===== src/rtl/hst_pkg.sv =====
`timescale 1ns/1ps
package hst_pkg;

    typedef enum logic [2:0] {
        ST_PRIME,
        ST_LOAD,
        ST_WAIT,
        ST_DECIDE,
        ST_APPLY
    } trk_state_t;

    typedef enum logic [1:0] {
        DIR_HOLD,
        DIR_UP,
        DIR_DOWN
    } step_dir_t;

endpackage


===== src/rtl/hst_window_accum.sv =====
`timescale 1ns/1ps
module hst_window_accum #(
    parameter int SAMPLE_W    = 12,
    parameter int MAX_WIN_LEN = 4096,
    localparam int ACC_W      = SAMPLE_W + $clog2(MAX_WIN_LEN)
) (
    input  logic                       clk,
    input  logic                       rst_n,
    input  logic                       smp_valid,
    input  logic signed [SAMPLE_W-1:0] smp_data,
    input  logic                       win_close,
    output logic [ACC_W-1:0]           win_pwr,
    output logic                       win_pwr_vld
);

    logic [SAMPLE_W-1:0] mag;
    logic [ACC_W-1:0]    mag_ext;
    logic [ACC_W-1:0]    acc_q;

    // magnitude; the most negative code maps onto 2^(SAMPLE_W-1) unsigned
    always_comb begin
        if (smp_data[SAMPLE_W-1]) begin
            mag = $unsigned(-smp_data);
        end else begin
            mag = $unsigned(smp_data);
        end
        mag_ext = ACC_W'(mag);
    end

    always_ff @(posedge clk) begin
        if (!rst_n) begin
            acc_q       <= '0;
            win_pwr     <= '0;
            win_pwr_vld <= 1'b0;
        end else begin
            win_pwr_vld <= win_close;
            if (win_close) begin
                win_pwr <= acc_q;
                acc_q   <= smp_valid ? mag_ext : '0;
            end else if (smp_valid) begin
                acc_q <= acc_q + mag_ext;
            end
        end
    end

endmodule


===== src/rtl/hst_quad_avg.sv =====
`timescale 1ns/1ps
module hst_quad_avg #(
    parameter int PWR_W    = 24,
    parameter int AVG_LOG2 = 2,
    localparam int SUM_W   = PWR_W + AVG_LOG2
) (
    input  logic             clk,
    input  logic             rst_n,
    input  logic [PWR_W-1:0] in_pwr,
    input  logic             in_vld,
    output logic [PWR_W-1:0] avg_pwr,
    output logic             avg_vld
);

    logic [AVG_LOG2-1:0] cnt_q;
    logic [SUM_W-1:0]    sum_q;
    logic [SUM_W-1:0]    sum_next;
    logic                last_win;

    always_comb begin
        sum_next = sum_q + SUM_W'(in_pwr);
        last_win = (cnt_q == '1);
    end

    always_ff @(posedge clk) begin
        if (!rst_n) begin
            cnt_q   <= '0;
            sum_q   <= '0;
            avg_pwr <= '0;
            avg_vld <= 1'b0;
        end else begin
            avg_vld <= 1'b0;
            if (in_vld) begin
                cnt_q <= cnt_q + 1'b1;
                if (last_win) begin
                    sum_q   <= '0;
                    avg_pwr <= PWR_W'(sum_next >> AVG_LOG2);
                    avg_vld <= 1'b1;
                end else begin
                    sum_q <= sum_next;
                end
            end
        end
    end

endmodule


===== src/rtl/hst_sign_stepper.sv =====
`timescale 1ns/1ps
module hst_sign_stepper
    import hst_pkg::*;
#(
    parameter int PWR_W    = 24,
    parameter int STEP_W   = 12,
    parameter int STEP_INC = 1
) (
    input  logic                     clk,
    input  logic                     rst_n,
    input  logic [PWR_W-1:0]         avg_pwr,
    input  logic                     avg_vld,
    output logic [PWR_W-1:0]         pwr_est,
    output logic signed [STEP_W-1:0] step_word,
    output logic                     upd_stb
);

    localparam logic signed [STEP_W:0] INC_X = (STEP_W+1)'(STEP_INC);
    localparam logic signed [STEP_W:0] MAX_X = (STEP_W+1)'((1 << (STEP_W-1)) - 1);
    localparam logic signed [STEP_W:0] MIN_X = (STEP_W+1)'(-(1 << (STEP_W-1)));

    trk_state_t state_q, state_d;
    step_dir_t  dir_q;

    logic [PWR_W-1:0]         pwr_cur_q;
    logic [PWR_W-1:0]         pwr_prev_q;
    logic signed [STEP_W-1:0] step_q;
    logic signed [PWR_W:0]    pwr_diff;
    logic signed [STEP_W:0]   step_ext;
    logic signed [STEP_W:0]   step_up;
    logic signed [STEP_W:0]   step_dn;
    logic signed [STEP_W:0]   step_new;

    // comparator path and saturating step arithmetic
    always_comb begin
        pwr_diff = $signed({1'b0, pwr_cur_q}) - $signed({1'b0, pwr_prev_q});
        step_ext = {step_q[STEP_W-1], step_q};
        step_up  = step_ext + INC_X;
        step_dn  = step_ext - INC_X;
        step_new = step_ext;
        if (dir_q == DIR_UP) begin
            step_new = (step_up > MAX_X) ? MAX_X : step_up;
        end else if (dir_q == DIR_DOWN) begin
            step_new = (step_dn < MIN_X) ? MIN_X : step_dn;
        end
    end

    // state register
    always_ff @(posedge clk) begin
        if (!rst_n) begin
            state_q <= ST_PRIME;
        end else begin
            state_q <= state_d;
        end
    end

    // transitions
    always_comb begin
        state_d = state_q;
        unique case (state_q)
            ST_PRIME:  state_d = avg_vld ? ST_LOAD : ST_PRIME;
            ST_LOAD:   state_d = ST_WAIT;
            ST_WAIT:   state_d = avg_vld ? ST_DECIDE : ST_WAIT;
            ST_DECIDE: state_d = ST_APPLY;
            ST_APPLY:  state_d = ST_WAIT;
            default:   state_d = ST_PRIME;
        endcase
    end

    // datapath and outputs
    always_ff @(posedge clk) begin
        if (!rst_n) begin
            pwr_cur_q  <= '0;
            pwr_prev_q <= '0;
            dir_q      <= DIR_HOLD;
            step_q     <= '0;
            pwr_est    <= '0;
            upd_stb    <= 1'b0;
        end else begin
            upd_stb <= 1'b0;
            unique case (state_q)
                ST_PRIME: begin
                    if (avg_vld) begin
                        pwr_cur_q <= avg_pwr;
                    end
                end
                ST_LOAD: begin
                    pwr_prev_q <= pwr_cur_q;
                    pwr_est    <= pwr_cur_q;
                    upd_stb    <= 1'b1;
                end
                ST_WAIT: begin
                    if (avg_vld) begin
                        pwr_cur_q <= avg_pwr;
                    end
                end
                ST_DECIDE: begin
                    if (pwr_diff[PWR_W]) begin
                        dir_q <= DIR_DOWN;
                    end else if (pwr_diff != '0) begin
                        dir_q <= DIR_UP;
                    end else begin
                        dir_q <= DIR_HOLD;
                    end
                end
                ST_APPLY: begin
                    pwr_prev_q <= pwr_cur_q;
                    pwr_est    <= pwr_cur_q;
                    step_q     <= step_new[STEP_W-1:0];
                    upd_stb    <= 1'b1;
                end
                default: begin
                end
            endcase
        end
    end

    assign step_word = step_q;

endmodule


===== src/rtl/harmonic_sign_tracker.sv =====
`timescale 1ns/1ps
module harmonic_sign_tracker #(
    parameter int SAMPLE_W    = 12,
    parameter int MAX_WIN_LEN = 4096,
    parameter int AVG_LOG2    = 2,
    parameter int STEP_W      = 12,
    parameter int STEP_INC    = 1,
    localparam int PWR_W      = SAMPLE_W + $clog2(MAX_WIN_LEN)
) (
    input  logic                       clk,
    input  logic                       rst_n,
    input  logic                       smp_valid,
    input  logic signed [SAMPLE_W-1:0] smp_data,
    input  logic                       trig,
    output logic [PWR_W-1:0]           pwr_est,
    output logic signed [STEP_W-1:0]   step_word,
    output logic                       upd_stb
);

    logic [PWR_W-1:0] win_pwr;
    logic             win_pwr_vld;
    logic [PWR_W-1:0] avg_pwr;
    logic             avg_vld;

    hst_window_accum #(
        .SAMPLE_W    (SAMPLE_W),
        .MAX_WIN_LEN (MAX_WIN_LEN)
    ) u_accum (
        .clk         (clk),
        .rst_n       (rst_n),
        .smp_valid   (smp_valid),
        .smp_data    (smp_data),
        .win_close   (trig),
        .win_pwr     (win_pwr),
        .win_pwr_vld (win_pwr_vld)
    );

    hst_quad_avg #(
        .PWR_W    (PWR_W),
        .AVG_LOG2 (AVG_LOG2)
    ) u_avg (
        .clk     (clk),
        .rst_n   (rst_n),
        .in_pwr  (win_pwr),
        .in_vld  (win_pwr_vld),
        .avg_pwr (avg_pwr),
        .avg_vld (avg_vld)
    );

    hst_sign_stepper #(
        .PWR_W    (PWR_W),
        .STEP_W   (STEP_W),
        .STEP_INC (STEP_INC)
    ) u_stepper (
        .clk       (clk),
        .rst_n     (rst_n),
        .avg_pwr   (avg_pwr),
        .avg_vld   (avg_vld),
        .pwr_est   (pwr_est),
        .step_word (step_word),
        .upd_stb   (upd_stb)
    );

endmodule


===== config.mk =====
export PLATFORM = sky130hd
export DESIGN_NAME = harmonic_sign_tracker
export DESIGN_NICKNAME = d
export VERILOG_FILES = /design/src/rtl/hst_pkg.sv /design/src/rtl/hst_window_accum.sv /design/src/rtl/hst_quad_avg.sv /design/src/rtl/hst_sign_stepper.sv /design/src/rtl/harmonic_sign_tracker.sv
export SDC_FILE = /design/constraint.sdc
export NUM_CORES = 1
export LEC_CHECK = 0
export BUFFER_PORTS_ARGS = -buffer_cell sky130_fd_sc_hd__buf_2
export CAP_MARGIN = 40
export CORE_MARGIN = 3
export CORE_UTILIZATION = 50
export DETAILED_ROUTE_END_ITERATION = 6
export HOLD_SLACK_MARGIN = 0.03
export PLACE_DENSITY = 0.64
export SLEW_MARGIN = 10
export SYNTH_ARGS = -nofsm -noshare
export SYNTH_HDL_FRONTEND = slang
export SYNTH_SLANG_ARGS = --single-unit

===== constraint.sdc =====
create_clock -name clk -period 3.4 [get_ports clk]
set_input_delay 0.34 -clock clk [delete_from_list [all_inputs] [get_ports clk]]
set_output_delay 0.34 -clock clk [all_outputs]
set_load 0.01 [all_outputs]

## Word level (Yosys, flattened, before mapping)

Index checks and enable logic that the tools add are counted.

- Eq/ne operators: 7
- Add/subtract/negate cells: 7
- Muxes and demuxes: 16
- Reduce and logical (&&, ||, !) cells: 10
- $lt $le $gt $ge: 2

Operator list:

| cell | number |
|---|---|
| 12-bit 2-to-1 mux | 6 |
| 24-bit 2-to-1 mux | 2 |
| 26-bit by 24-bit adder with 26-bit output | 1 |
| 26-bit 2-to-1 mux | 1 |
| 25-bit nonzero test | 1 |
| 24-bit by 24-bit subtractor with 25-bit output | 1 |
| 24-bit by 12-bit adder with 24-bit output | 1 |
| 12-bit by 2-bit adder with 13-bit output, second input constant | 1 |
| 13-bit by 12-bit > comparator with 1-bit output, second input constant | 1 |
| 13-bit by 12-bit < comparator with 1-bit output, second input constant | 1 |
| 12-bit by 2-bit subtractor with 13-bit output, second input constant | 1 |
| 12-bit negation | 1 |
| 3-bit one-hot mux with 4 select lines | 1 |
| 2-bit AND reduction | 4 |
| 3-bit by 2-bit equality test with 1-bit output, second input constant | 2 |
| 1-bit 2-to-1 mux | 5 |
| 2-bit equality test, second input constant | 2 |
| 2-bit nonzero test | 2 |
| 2-bit OR reduction | 2 |
| 3-bit by 1-bit equality test with 1-bit output, second input constant | 1 |
| 3-bit equality test, second input constant | 1 |
| 3-bit zero test | 1 |
| 2-bit by 1-bit adder with 2-bit output, second input constant | 1 |
| 2-bit by 1-bit equality test with 1-bit output, second input constant | 1 |
| 2-bit 2-to-1 mux | 1 |

- Output and inout bits: 37
- Flip-flop bits (word level): 168
- Input bits: 16

## Depth between registers and ports, before layout

- Depth after elaboration: 5
- Mapped depth: 15
- Gate-level depth less buffers: 15

## Hierarchy

Synthesis repeated with hierarchy kept, for this count alone.

- Cell total of the unflattened synthesis: 1,376
- Area, all modules: 10,737.8 um2

Modules (own cells, without submodules):

| module | cells each | area each (um2) | instances | seq. area each (um2) |
|---|---|---|---|---|
| hst_sign_stepper | 623 | 4,476.8 | 1 | 1,321.3 |
| hst_quad_avg | 397 | 3,241.9 | 1 | 1,061.0 |
| hst_window_accum | 356 | 3,019.1 | 1 | 980.9 |

## Least setup slack after synthesis

No wires, ideal clock.

- Kind: input-to-reg
- Start point: input smp_data[0]
- End point: register u_accum.acc_q[14]
- Setup time: 0.128 ns
- Stages: 15
- Path slack: 0.319 ns
- Buffers on the path: 0
- Arrival time: 2.953 ns
- Path through: inv_1 -> ha_1 -> nand2_1 -> o21ai_0 -> fa_1 -> a21o_1 -> a21oi_1 -> o21bai_1 -> a21oi_1 -> o21ba_2 -> o21ai_0 -> o41ai_2 -> nor3b_1 -> xnor2_1 -> nor2_1

- Word-level cells in the longest chain between the ends: 5

RTL lines:

| what | line | RTL |
|---|---|---|
| from (decl) | harmonic_sign_tracker.sv:13 | `input logic signed [SAMPLE_W-1:0] smp_data,` |
| 12-bit negation | hst_window_accum.sv:23 | `mag = $unsigned(-smp_data);` |
| 12-bit 2-to-1 mux * | hst_window_accum.sv:22 | `if (smp_data[SAMPLE_W-1]) begin` |
| 24-bit by 12-bit adder with 24-bit output * | hst_window_accum.sv:41 | `acc_q <= acc_q + mag_ext;` |
| 24-bit 2-to-1 mux * | hst_window_accum.sv:40 | `end else if (smp_valid) begin` |
| 24-bit 2-to-1 mux * | hst_window_accum.sv:37 | `if (win_close) begin` |
| to (signal assigned) | hst_window_accum.sv:39 | `acc_q <= smp_valid ? mag_ext : '0;` |
| to (signal assigned) | hst_window_accum.sv:41 |  |
| to (decl) | hst_window_accum.sv:18 | `logic [ACC_W-1:0] acc_q;` |

Mark *: on every way between the ends. The rest lies on a longest branch, timed or not. The select of a mux whose other input is x is not followed.
A chain may end at the register's enable or synchronous reset.

## Final worst setup path

- Start point: register u_stepper.pwr_prev_q[5]
- End point: register u_stepper.dir_q[0]

- Word-level cells in the longest chain between the ends: 4

RTL lines:

| what | line | RTL |
|---|---|---|
| from (decl) | hst_sign_stepper.sv:26 | `logic [PWR_W-1:0] pwr_prev_q;` |
| from (signal assigned) | hst_sign_stepper.sv:88 | `pwr_prev_q <= pwr_cur_q;` |
| from (signal assigned) | hst_sign_stepper.sv:107 | `pwr_prev_q <= pwr_cur_q;` |
| 24-bit by 24-bit subtractor with 25-bit output * | hst_sign_stepper.sv:36 | `pwr_diff = $signed({1'b0, pwr_cur_q}) - $signed({1'b0, pwr_prev_q});` |
| 25-bit nonzero test | hst_sign_stepper.sv:100 | `end else if (pwr_diff != '0) begin` |
| 1-bit 2-to-1 mux | hst_sign_stepper.sv:100 |  |
| 2-bit 2-to-1 mux * | hst_sign_stepper.sv:98 | `if (pwr_diff[PWR_W]) begin` |
| to (signal assigned) | hst_sign_stepper.sv:99 | `dir_q <= DIR_DOWN;` |
| to (signal assigned) | hst_sign_stepper.sv:101 | `dir_q <= DIR_UP;` |
| to (signal assigned) | hst_sign_stepper.sv:103 | `dir_q <= DIR_HOLD;` |
| to (decl) | hst_sign_stepper.sv:23 | `step_dir_t dir_q;` |

Mark *: on every way between the ends. The rest lies on a longest branch, timed or not.

==> results.json <==
{
  "status": "finished clean",
  "hold_viol": 0,
  "cp_max_fo": 6,
  "cp_data_arrival_time_ns": 3.43,
  "fmax_ghz": 0.320,
  "slew_violations": 0,
  "place_area_sq_um": 10500,
  "dieArea_sq_um": 21700,
  "synth_async_sr_flop_share_pct": 0,
  "place_hpwl_um": 16400,
  "layout_common_cells": "168 x dfxtp_1, 166 x nand2_1, 141 x a21oi_1",
  "rows": 51,
  "ios": 53,
  "synth_cell_types": 74,
  "cts_tree": "built",
  "p_per_area_nw_per_um2": 388,
  "holdCritPathClass": "in2reg",
  "worst_pin_slew_ns": 0.800,
  "wire_per_inst_um": 14.2,
  "grt.overflow.total": 0,
  "synth-main-ff-cell": "dfxtp_1",
  "fin_crit_sh_pct": 91.9,
  "totalPowerFinal_mw": 4.29,
  "die_w_um": 147,
  "vias_per_cell": 5.48,
  "syn_nets": 1362,
  "cp-start-kind": "flop",
  "cts_hold_buf": 0,
  "synth_area_leaders": "dfxtp_1 34%, ha_1 8.4%, a21oi_1 7.1%",
  "grt_max_degree": 64,
  "area_delta_synth_final_pct": 11.0,
  "min_period_ns": 3.12,
  "start_util_pct": 51.0,
  "yosysTopAreaCellShare_pct": 33.8,
  "rsz0062_at_grt": "no",
  "antennaDiodeCount": 0,
  "coreArea_sq_um": 19500,
  "required_ns": 3.70,
  "drt_wl_total_um": 22400,
  "antenna_found_initial": 0,
  "critPathCaptureType": "flop",
  "clkLatencyLatePin_ns": 0.43,
  "detail_route.iter0.violations": 449,
  "drc": 0,
  "ir_drop_mv": 0.326,
  "port_buffers": 52,
  "fin_nets": 1383,
  "path_clk_slew_ns": 0.07,
  "pre_cts_slack_ns": -0.00876,
  "layout_commonest_cell": "dfxtp_1",
  "drt_first_pass_iters": 5,
  "yosysWarnings": 0,
  "die_h_um": 147,
  "syn_area_sq_um": 9960,
  "clk_path_buf_depth": 2,
  "grt_pass1_wl_um": 38300,
  "cap_violations": 0,
  "syn_area_per_cell_sq_um": 7.81,
  "leakage_nw": 4.59,
  "clock_sink_count": 168,
  "synth-edff-count": 0,
  "max-slew-margin-rel_pct": 46.5,
  "whs_ns": 0.212,
  "yosysSeqAreaShare_pct": 33.8,
  "dr_total_vias": 8633,
  "cts.htree.levels": 4,
  "cts_inserted_buffers": 17,
  "drive_above_1_share_pct": 9.54,
  "yosys.area.top_type": "dfxtp_1",
  "post_cts_buffers": 0,
  "synth.ff_latch_count": 168,
  "antenna_left": 0,
  "critPathKind": "reg2reg",
  "synth_cells": 1276,
  "gr-usage-all-layers_pct": 20.8,
  "setup_viol": 0,
  "setup_ws_ns": 0.275,
  "place_congestion": 0.913,
  "grt_pass1_vias": 7888,
  "root_buffer": "clkbuf_16",
  "skew_ns": 0.0105,
  "stdcell_area_sq_um": 11100
}
-- per-layer routing --
| metal | track usage (%) | part of all wire [%] | up-vias |
|---|---|---|---|
| met4 | 5.08 | 1.5 | 0 |
| met5 | 0 | 0 | - |
| met2 | 33.7 | 45 | 170 |
| li1 | - | - | 4517 |
| met3 | 3.18 | 3.8 | 29 |
| met1 | 29.3 | 50 | 3917 |
-- kinds of logic after synthesis --
kind of cell,share of synthesized area (%)
AND/OR/NAND/NOR,21.4
AO/OA/AOI/OAI,21.6
flip-flops,33.8
buffers and inverters,5.11
adder cells (fa/ha/maj),9.02
XOR/XNOR,5.80
multiplexers,3.31
-- where the power goes --
part           total [mW]  switching (mW)  internal [mW]
combinational       0.318           0.187          0.131
sequential           2.01          0.0212           1.99
clock                1.96           0.838           1.12
total                4.29            1.05           3.24
-- metrics by stage --
| stage | utilization [%] | cells | TNS (ns) |
|---|---|---|---|
| after floorplan | - | 1276 | 0 |
| after global placement | 53.4 | 1541 | 0 |
| after detailed placement | 53.6 | 1543 | -0.00876 |
| after CTS | 56.6 | 1575 | 0 |
| after global routing | 56.6 | 1575 | 0 |
| final | 56.6 | 1575 | 0 |
-- layout make-up --
| type | instances | area [sq um] |
|---|---|---|
| tap | 265 | 332 |
| sequential | 168 | 3360 |
| fill | 1886 | 8470 |
| clock inverter | 14 | 156 |
| multi-input combinational | 975 | 6100 |
| clock buffer | 18 | 439 |
| inverter | 66 | 250 |
| timing repair buffer | 69 | 420 |
-- final timing paths --
kind                                               from                endpoint  slack [ns]  depth (start not counted)
worst min register to register         u_avg.avg_pwr[7]  u_stepper.pwr_cur_q[7]        0.45                          2
worst min-delay path                        smp_data[0]        u_accum.acc_q[0]        0.21                          3
worst max-delay path            u_stepper.pwr_prev_q[5]      u_stepper.dir_q[0]        0.28                         13
worst max register to register  u_stepper.pwr_prev_q[5]      u_stepper.dir_q[0]        0.28                         13
-- critical path: stages (launching register included) --
cell,delay (ns)
dfxtp_1,0.36
inv_1,0.06
ha_1,0.37
inv_1,0.12
a22o_1,0.25
a2111oi_0,0.32
buf_4,0.19
nand4_1,0.10
a2111oi_2,0.34
o2111ai_1,0.16
nor4_1,0.25
nand4_1,0.13
nor4_1,0.25
a31oi_1,0.13
-- synthesized netlist by cell type, types with 15 or more instances --
| library cell | number |
|---|---|
| dfxtp_1 | 168 |
| clkbuf_1 | 59 |
| nand2b_1 | 15 |
| nor2_1 | 132 |
| nand2_1 | 166 |
| inv_1 | 63 |
| xnor2_1 | 42 |
| a31oi_1 | 17 |
| nand3_1 | 36 |
| xor2_1 | 24 |
| o21ai_0 | 59 |
| nor3_1 | 28 |
| a21oi_1 | 141 |
| a21o_1 | 22 |
| ha_1 | 67 |
| mux2i_1 | 33 |
-- state kept, by name, indices dropped and copies added, names as in the netlist, 2 cells and up --
register / flops
u_avg.avg_pwr: 24
u_stepper.state_q: 3
u_stepper.pwr_cur_q: 24
u_stepper.step_word: 12
u_accum.acc_q: 24
u_accum.win_pwr: 24
u_stepper.pwr_prev_q: 24
u_avg.cnt_q: 2
u_stepper.dir_q: 2
u_avg.sum_q: 26
-- what timing repair did --
| item | 4_1_cts | 5_1_grt |
|---|---|---|
| setup endpoints to repair | 0 | 1 |
| endpoints found under the hold margin | 0 | 0 |
| gates resized for setup | 0 | 1 |
Note: power is estimated with default switching activity, not from simulation.
